==> src/rtl/bsc_pkg.sv <==
`timescale 1ns/1ps
// Shared widths and payload code values for the bulk splitter/combiner.
package bsc_pkg;
    localparam int PAY_W  = 10;   // holds the largest payload, 512
    localparam int CODE_W = 3;
    typedef enum logic [CODE_W-1:0] {
        PAY8   = 3'd0,
        PAY16  = 3'd1,
        PAY32  = 3'd2,
        PAY64  = 3'd3,
        PAY512 = 3'd4
    } pay_code_e;
endpackage

==> src/rtl/bsc_cfg_decode.sv <==
`timescale 1ns/1ps
// Decodes payload code and multiplier into payload bytes and buffer limit.
// Assumes configuration is stable while a transfer is in progress.
module bsc_cfg_decode
    import bsc_pkg::*;
#(
    parameter int MULT_W   = 6,
    parameter int MAX_MULT = 32,
    parameter int LEN_W    = 16
) (
    input  logic [CODE_W-1:0] pay_code,
    input  logic [MULT_W-1:0] mult,
    input  logic              high_speed,
    output logic [PAY_W-1:0]  pay_bytes,
    output logic [LEN_W-1:0]  buf_limit,
    output logic              cfg_err
);
    logic code_bad;

    // Map code to payload size and flag codes that are illegal
    always_comb begin
        code_bad = 1'b0;
        case (pay_code_e'(pay_code))
            PAY8:    pay_bytes = PAY_W'(8);
            PAY16:   pay_bytes = PAY_W'(16);
            PAY32:   pay_bytes = PAY_W'(32);
            PAY64:   pay_bytes = PAY_W'(64);
            PAY512: begin
                pay_bytes = PAY_W'(512);
                code_bad  = !high_speed;
            end
            default: begin
                pay_bytes = PAY_W'(8);
                code_bad  = 1'b1;
            end
        endcase
    end

    // Combine code and multiplier checks, and form the buffer byte limit
    always_comb begin
        cfg_err   = code_bad || (mult == '0) || (int'(mult) > MAX_MULT);
        buf_limit = LEN_W'(mult) * LEN_W'(pay_bytes);
    end
endmodule

==> src/rtl/bsc_tx_split.sv <==
`timescale 1ns/1ps
// Cuts a posted transmit buffer into payload-sized packet descriptors.
// Assumes configuration is held stable while a buffer is in progress.
module bsc_tx_split
    import bsc_pkg::*;
#(
    parameter int LEN_W = 16
) (
    input  logic             clk,
    input  logic             rst_n,
    input  logic             split_en,
    input  logic             cfg_err,
    input  logic [PAY_W-1:0] pay_bytes,
    input  logic             tx_start,
    input  logic [LEN_W-1:0] tx_len,
    input  logic             tx_zlp,
    output logic             tx_ready,
    output logic             pkt_valid,
    input  logic             pkt_ready,
    output logic [LEN_W-1:0] pkt_len,
    output logic             pkt_last
);
    logic             busy;
    logic             zlp_q;
    logic [LEN_W-1:0] rem;
    logic [LEN_W-1:0] rem_next;
    logic [LEN_W-1:0] pay_l;
    logic             full_pkt;

    // Size the current packet and decide whether it ends the buffer
    always_comb begin
        pay_l    = LEN_W'(pay_bytes);
        pkt_len  = (split_en && rem > pay_l) ? pay_l : rem;
        rem_next = rem - pkt_len;
        full_pkt = (pkt_len == pay_l) && (pkt_len != '0);
        pkt_last = (rem_next == '0) && !(zlp_q && full_pkt);
        pkt_valid = busy;
        tx_ready  = !busy;
    end

    // Load a new buffer when idle, step through packets on acceptance
    always_ff @(posedge clk) begin
        if (!rst_n) begin
            busy  <= 1'b0;
            zlp_q <= 1'b0;
            rem   <= '0;
        end else if (!busy) begin
            if (tx_start && !cfg_err) begin
                busy  <= 1'b1;
                rem   <= tx_len;
                zlp_q <= tx_zlp;
            end
        end else if (pkt_ready) begin
            if (pkt_last) begin
                busy <= 1'b0;
            end
            rem <= rem_next;
        end
    end
endmodule

==> src/rtl/bsc_rx_combine.sv <==
`timescale 1ns/1ps
// Merges received packet lengths into one buffer length.
// Reports on a short packet or at the byte limit; assumes stable config.
module bsc_rx_combine
    import bsc_pkg::*;
#(
    parameter int LEN_W = 16
) (
    input  logic             clk,
    input  logic             rst_n,
    input  logic             comb_en,
    input  logic             cfg_err,
    input  logic [PAY_W-1:0] pay_bytes,
    input  logic [LEN_W-1:0] buf_limit,
    input  logic             rx_pkt_valid,
    input  logic [PAY_W-1:0] rx_pkt_len,
    output logic             rx_buf_valid,
    output logic [LEN_W-1:0] rx_buf_len
);
    logic [LEN_W-1:0] acc;
    logic [LEN_W-1:0] sum;
    logic             done;

    // Form the running total and the end-of-buffer condition
    always_comb begin
        sum  = acc + LEN_W'(rx_pkt_len);
        done = !comb_en || (rx_pkt_len < pay_bytes) || (sum >= buf_limit);
    end

    // Accumulate lengths and issue a one-cycle ready pulse
    always_ff @(posedge clk) begin
        if (!rst_n) begin
            acc          <= '0;
            rx_buf_valid <= 1'b0;
            rx_buf_len   <= '0;
        end else begin
            rx_buf_valid <= 1'b0;
            if (rx_pkt_valid && !cfg_err) begin
                if (done) begin
                    rx_buf_valid <= 1'b1;
                    rx_buf_len   <= comb_en ? sum : LEN_W'(rx_pkt_len);
                    acc          <= '0;
                end else begin
                    acc <= sum;
                end
            end
        end
    end
endmodule

==> src/rtl/bulk_split_combine.sv <==
`timescale 1ns/1ps
// Bulk endpoint length control: splits transmit buffers into packets and
// combines received packets into buffers. Configuration must not change
// while a transmit buffer or a partial receive buffer is outstanding.
module bulk_split_combine
    import bsc_pkg::*;
#(
    parameter int MULT_W   = 6,
    parameter int MAX_MULT = 32,
    parameter int LEN_W    = 16
) (
    input  logic              clk,
    input  logic              rst_n,
    input  logic              split_en,
    input  logic              comb_en,
    input  logic [CODE_W-1:0] pay_code,
    input  logic [MULT_W-1:0] mult,
    input  logic              high_speed,
    output logic              cfg_err,
    input  logic              tx_start,
    input  logic [LEN_W-1:0]  tx_len,
    input  logic              tx_zlp,
    output logic              tx_ready,
    output logic              pkt_valid,
    input  logic              pkt_ready,
    output logic [LEN_W-1:0]  pkt_len,
    output logic              pkt_last,
    input  logic              rx_pkt_valid,
    input  logic [PAY_W-1:0]  rx_pkt_len,
    output logic              rx_buf_valid,
    output logic [LEN_W-1:0]  rx_buf_len
);
    logic [PAY_W-1:0] pay_bytes;
    logic [LEN_W-1:0] buf_limit;

    bsc_cfg_decode #(.MULT_W(MULT_W), .MAX_MULT(MAX_MULT), .LEN_W(LEN_W)) u_dec (
        .pay_code  (pay_code),
        .mult      (mult),
        .high_speed(high_speed),
        .pay_bytes (pay_bytes),
        .buf_limit (buf_limit),
        .cfg_err   (cfg_err)
    );

    bsc_tx_split #(.LEN_W(LEN_W)) u_tx (
        .clk      (clk),
        .rst_n    (rst_n),
        .split_en (split_en),
        .cfg_err  (cfg_err),
        .pay_bytes(pay_bytes),
        .tx_start (tx_start),
        .tx_len   (tx_len),
        .tx_zlp   (tx_zlp),
        .tx_ready (tx_ready),
        .pkt_valid(pkt_valid),
        .pkt_ready(pkt_ready),
        .pkt_len  (pkt_len),
        .pkt_last (pkt_last)
    );

    bsc_rx_combine #(.LEN_W(LEN_W)) u_rx (
        .clk         (clk),
        .rst_n       (rst_n),
        .comb_en     (comb_en),
        .cfg_err     (cfg_err),
        .pay_bytes   (pay_bytes),
        .buf_limit   (buf_limit),
        .rx_pkt_valid(rx_pkt_valid),
        .rx_pkt_len  (rx_pkt_len),
        .rx_buf_valid(rx_buf_valid),
        .rx_buf_len  (rx_buf_len)
    );
endmodule

==> config.mk <==
export PLATFORM = sky130hd
export DESIGN_NAME = bulk_split_combine
export DESIGN_NICKNAME = d
export VERILOG_FILES = /design/src/rtl/bsc_pkg.sv /design/src/rtl/bsc_cfg_decode.sv /design/src/rtl/bsc_tx_split.sv /design/src/rtl/bsc_rx_combine.sv /design/src/rtl/bulk_split_combine.sv
export SDC_FILE = /design/constraint.sdc
export NUM_CORES = 1
export LEC_CHECK = 0
export BUFFER_PORTS_ARGS = -buffer_cell sky130_fd_sc_hd__buf_2
export CORE_MARGIN = 5
export CORE_UTILIZATION = 25
export DETAILED_ROUTE_END_ITERATION = 16
export SLEW_MARGIN = 20
export SYNTH_ARGS = -nofsm -noshare
export SYNTH_HDL_FRONTEND = slang
export SYNTH_HIERARCHICAL = 1
export SYNTH_SLANG_ARGS = --single-unit
export TNS_END_PERCENT = 10
==> constraint.sdc <==
create_clock -name clk -period 5.1 [get_ports clk]
set_input_delay 0 -clock clk [delete_from_list [all_inputs] [get_ports clk]]
set_output_delay 0 -clock clk [all_outputs]
set_load 0.01 [all_outputs]
==> results.json <==
{
  "cp-start-kind": "input port",
  "syn_area_um2": 6640,
  "grt_pass1_vias": 6542,
  "placed_cells": 1287,
  "grt_max_degree": 53,
  "synth-xor-area-share_pct": 3.957,
  "grt_pass1_wl_mm": 34.96,
  "drcViolationCount": 0,
  "internal_power_uw": 991.2,
  "critPathKind": "input port to flop",
  "dr_total_vias": 6779,
  "core_area_um2": 26130,
  "die_h_um": 173.0,
  "critPathCaptureType": "flop",
  "synth_edf_count": 0,
  "cts.clk_slew.worst_paths_ns": 0.07,
  "yosysTopAreaCell": "dfxtp_1",
  "yosysMostFrequentCell": "nand2_1",
  "finalSetupViolCount": 0,
  "initial_utilization_pct": 25.41,
  "clockRootBuffer": "clkbuf_16",
  "power_frac_comb_pct": 48.8,
  "rows": 59,
  "clock_sinks": 51,
  "power_frac_clock_pct": 24.8,
  "route.detailed.wl_per_inst_um": 17.07,
  "clockBufferDepth": 2,
  "diodes": 0,
  "wl_met2_mm": 10.59,
  "reg2reg_depth": 18,
  "layout_min_cycle_time_ns": 4.872,
  "dp_hpwl_mm": 17.54,
  "ant_nets": 0,
  "io_pins": 81,
  "crit_arrival_ns": 5.09,
  "postCtsSetupBuffers": 0,
  "fmax_ghz": 0.2053,
  "yosys.area_share.simple_pct": 26.00,
  "ys.flop_type": "dfxtp_1",
  "finalHoldViolations": 0,
  "synth_common_cells": "nand2_1 (87), ha_1 (68), inv_1 (65), a21oi_1 (57)",
  "ys_top_cells_by_area": "dfxtp_1 (15%), ha_1 (13%), nand2_1 (4.9%), a21oi_1 (4.3%), fa_1 (3.9%)",
  "fin_nets": 1085,
  "synthArstFlopShare_pct": 0,
  "worst_pin_slew_ns": 1.042,
  "min_period_over_period_pct": 95.53,
  "synth.area.mux_share_pct": 3.354,
  "p_switching_uw": 671.7,
  "synth_top_family_by_area": "compound AO/OA/AOI/OAI gates",
  "numCtsBuffers": 5,
  "holdCritStartpoint": "tx_len[10]",
  "port_buffers": 80,
  "seqPwrFrac_pct": 26.4,
  "clock_latency_ns": 0.30,
  "required_ns": 5.32,
  "p_per_area_nw_per_um2": 211.1,
  "wl_met3_mm": 1.226,
  "r2r-start": "u_tx/rem[9]$_SDFFE_PN0P_",
  "grt_overflow": 0,
  "wl_met1_mm": 9.967,
  "hold_path_depth": 3,
  "dieArea_um2": 29920,
  "dieWidth_um": 173.0,
  "wl_mm": 22.13,
  "slew_headroom_pct": 30.34,
  "cts-htree-levels": 2,
  "fin_tns_setup_ns": 0,
  "netlist_instances": 869,
  "drt-initial-drc-count": 510,
  "grt_util_all_layers_pct": 13.94,
  "whs_endpoint": "u_tx/rem[10]$_SDFFE_PN0P_",
  "swShare_pct": 40.39,
  "synth.avg_cell_area_um2": 7.641,
  "cts_tree": "built",
  "synth_compound_area_share_pct": 26.42,
  "yosys_warnings": 6,
  "antenna_found_initial": 0,
  "top_layer": "met4",
  "ys_seq_elements": 51,
  "globalplace.congestion": 0.8968,
  "vias_per_cell": 5.231,
  "vdd_ir_drop_max_v": 0.0001500,
  "max_cap_viol_count": 0,
  "r2r_slack_ns": 0.75,
  "synth_top_area_share_pct": 15.38,
  "path_max_fanout": 7,
  "drive_gt1_share_pct": 19.35,
  "outcome": "complete, no violations",
  "r2r_end": "u_tx/pkt_valid$_SDFF_PN0_",
  "skew_ns": 0.01359,
  "synth-adder-area-share_pct": 16.88,
  "p_leak_uw": 0.003530,
  "ys_seq_area_share_pct": 15.38,
  "dr.pass1.iters": 5,
  "drv_slew": 0,
  "synthToLayoutAreaGrowth_pct": 18.64,
  "synth_cell_types": 95,
  "layout.cells.non_filler": 1296,
  "hold_class": "input port to flop"
}
==> cell families after synthesis <==
| logic type | after synthesis |
|---|---|
| and+or+nand+nor | 321 |
| AOI/OAI and AO/OA | 242 |
| buffers and inverters | 120 |
| adders and majority gates | 82 |
| DFF | 51 |
| xor gates and xnor gates | 30 |
| muxes | 22 |
| other | 1 |
==> worst max path at each step <==
stage | startpoint | to | slack [ns] | cells past startpoint
finish | pay_code[0] | u_rx/acc[11]$_SDFFE_PN0P_ | 0.23 | 22
global route | pay_code[1] | u_rx/acc[11]$_SDFFE_PN0P_ | -0.03 | 22
CTS | pay_code[1] | u_rx/rx_buf_len[3]$_SDFFE_PN0P_ | 0.09 | 22
detailed placement | pay_code[1] | u_rx/acc[0]$_SDFFE_PN0P_ | -0.21 | 22
global placement | pay_code[1] | u_rx/acc[11]$_SDFFE_PN0P_ | -0.12 | 21
floorplan | pay_code[2] | u_rx/rx_buf_len[2]$_SDFFE_PN0P_ | 0.05 | 20
==> power groups by stage <==
stage,registers (uW),clock network (uW),logic (uW)
after floorplan,437,0,544
after global placement,448,0,778
after detailed placement,448,0,784
after CTS,439,422,789
after global routing,441,441,889
final,439,413,811
==> repair_timing <==
action	in CTS	in global routing
hold buffers	1	0
gates resized for setup	0	17
endpoints found under the hold margin	1	0
setup endpoints to repair	0	34
==> critical path, stage by stage <==
cell and delay [ns]:
buf_2 0.12, buf_4 0.15, nor3b_2 0.22, nand2_1 0.10, fa_1 0.50, fa_1 0.45, fa_1 0.54, inv_1 0.04
ha_1 0.30, nor2b_4 0.13, o31a_1 0.27, buf_4 0.15, or4_1 0.40, nand3_1 0.09, inv_1 0.05, ha_1 0.19
nand3_1 0.07, nand2_1 0.06, a211o_1 0.33, a211o_4 0.32, or4_1 0.51, o211ai_1 0.10
==> area by class of cell <==
type                    count  area, um^2
multi-input cells         705        5206
clock buffers               6       138.9
flip-flops and latches     51        1021
fillers                  2840       18260
well taps                 335       419.2
repair buffers            131       805.8
inverters                  66       247.7
clock inverters             2       38.79
==> stage by stage <==
step	util [%]	area [um^2]	setup slack, ns	power, uW	hold slack (ns)
floorplan	-	6666	0.05233	980.7	0.04641
global placement	29.06	7594	-0.1192	1227	0.2733
detailed placement	29.06	7594	-0.2054	1232	0.2860
CTS	29.78	7781	0.09181	1649	0.0005340
global route	30.14	7878	-0.02500	1771	0.01268
finish	30.14	7878	0.2279	1663	0.005318
==> registers in the layout (all words and copies together) (netlist names) <==
| register | cells |
|---|---|
| u_tx/zlp_q | 1 |
| u_rx/rx_buf_len | 16 |
| u_tx/pkt_valid | 1 |
| u_rx/acc | 16 |
| u_rx/rx_buf_valid | 1 |
| u_tx/rem | 16 |
==> layer usage <==
layer / global-route usage (%) / up-vias
li1: - / 3330
met1: 18.62 / 3196
met2: 24.23 / 223
met3: 2.162 / 30
met4: 2.195 / 0
met5: 0 / -
==> cells in the final DEF (no fill, tap or decap), types with 39 or more instances in the layout <==
master    n
dfxtp_1  51
a21oi_1  55
and2_1   39
nor2_1   49
buf_2    80
buf_4    47
o21ai_0  40
inv_1    65
nand2_1  87
ha_1     66
No activity file was read; power rests on OpenSTA's default activity.
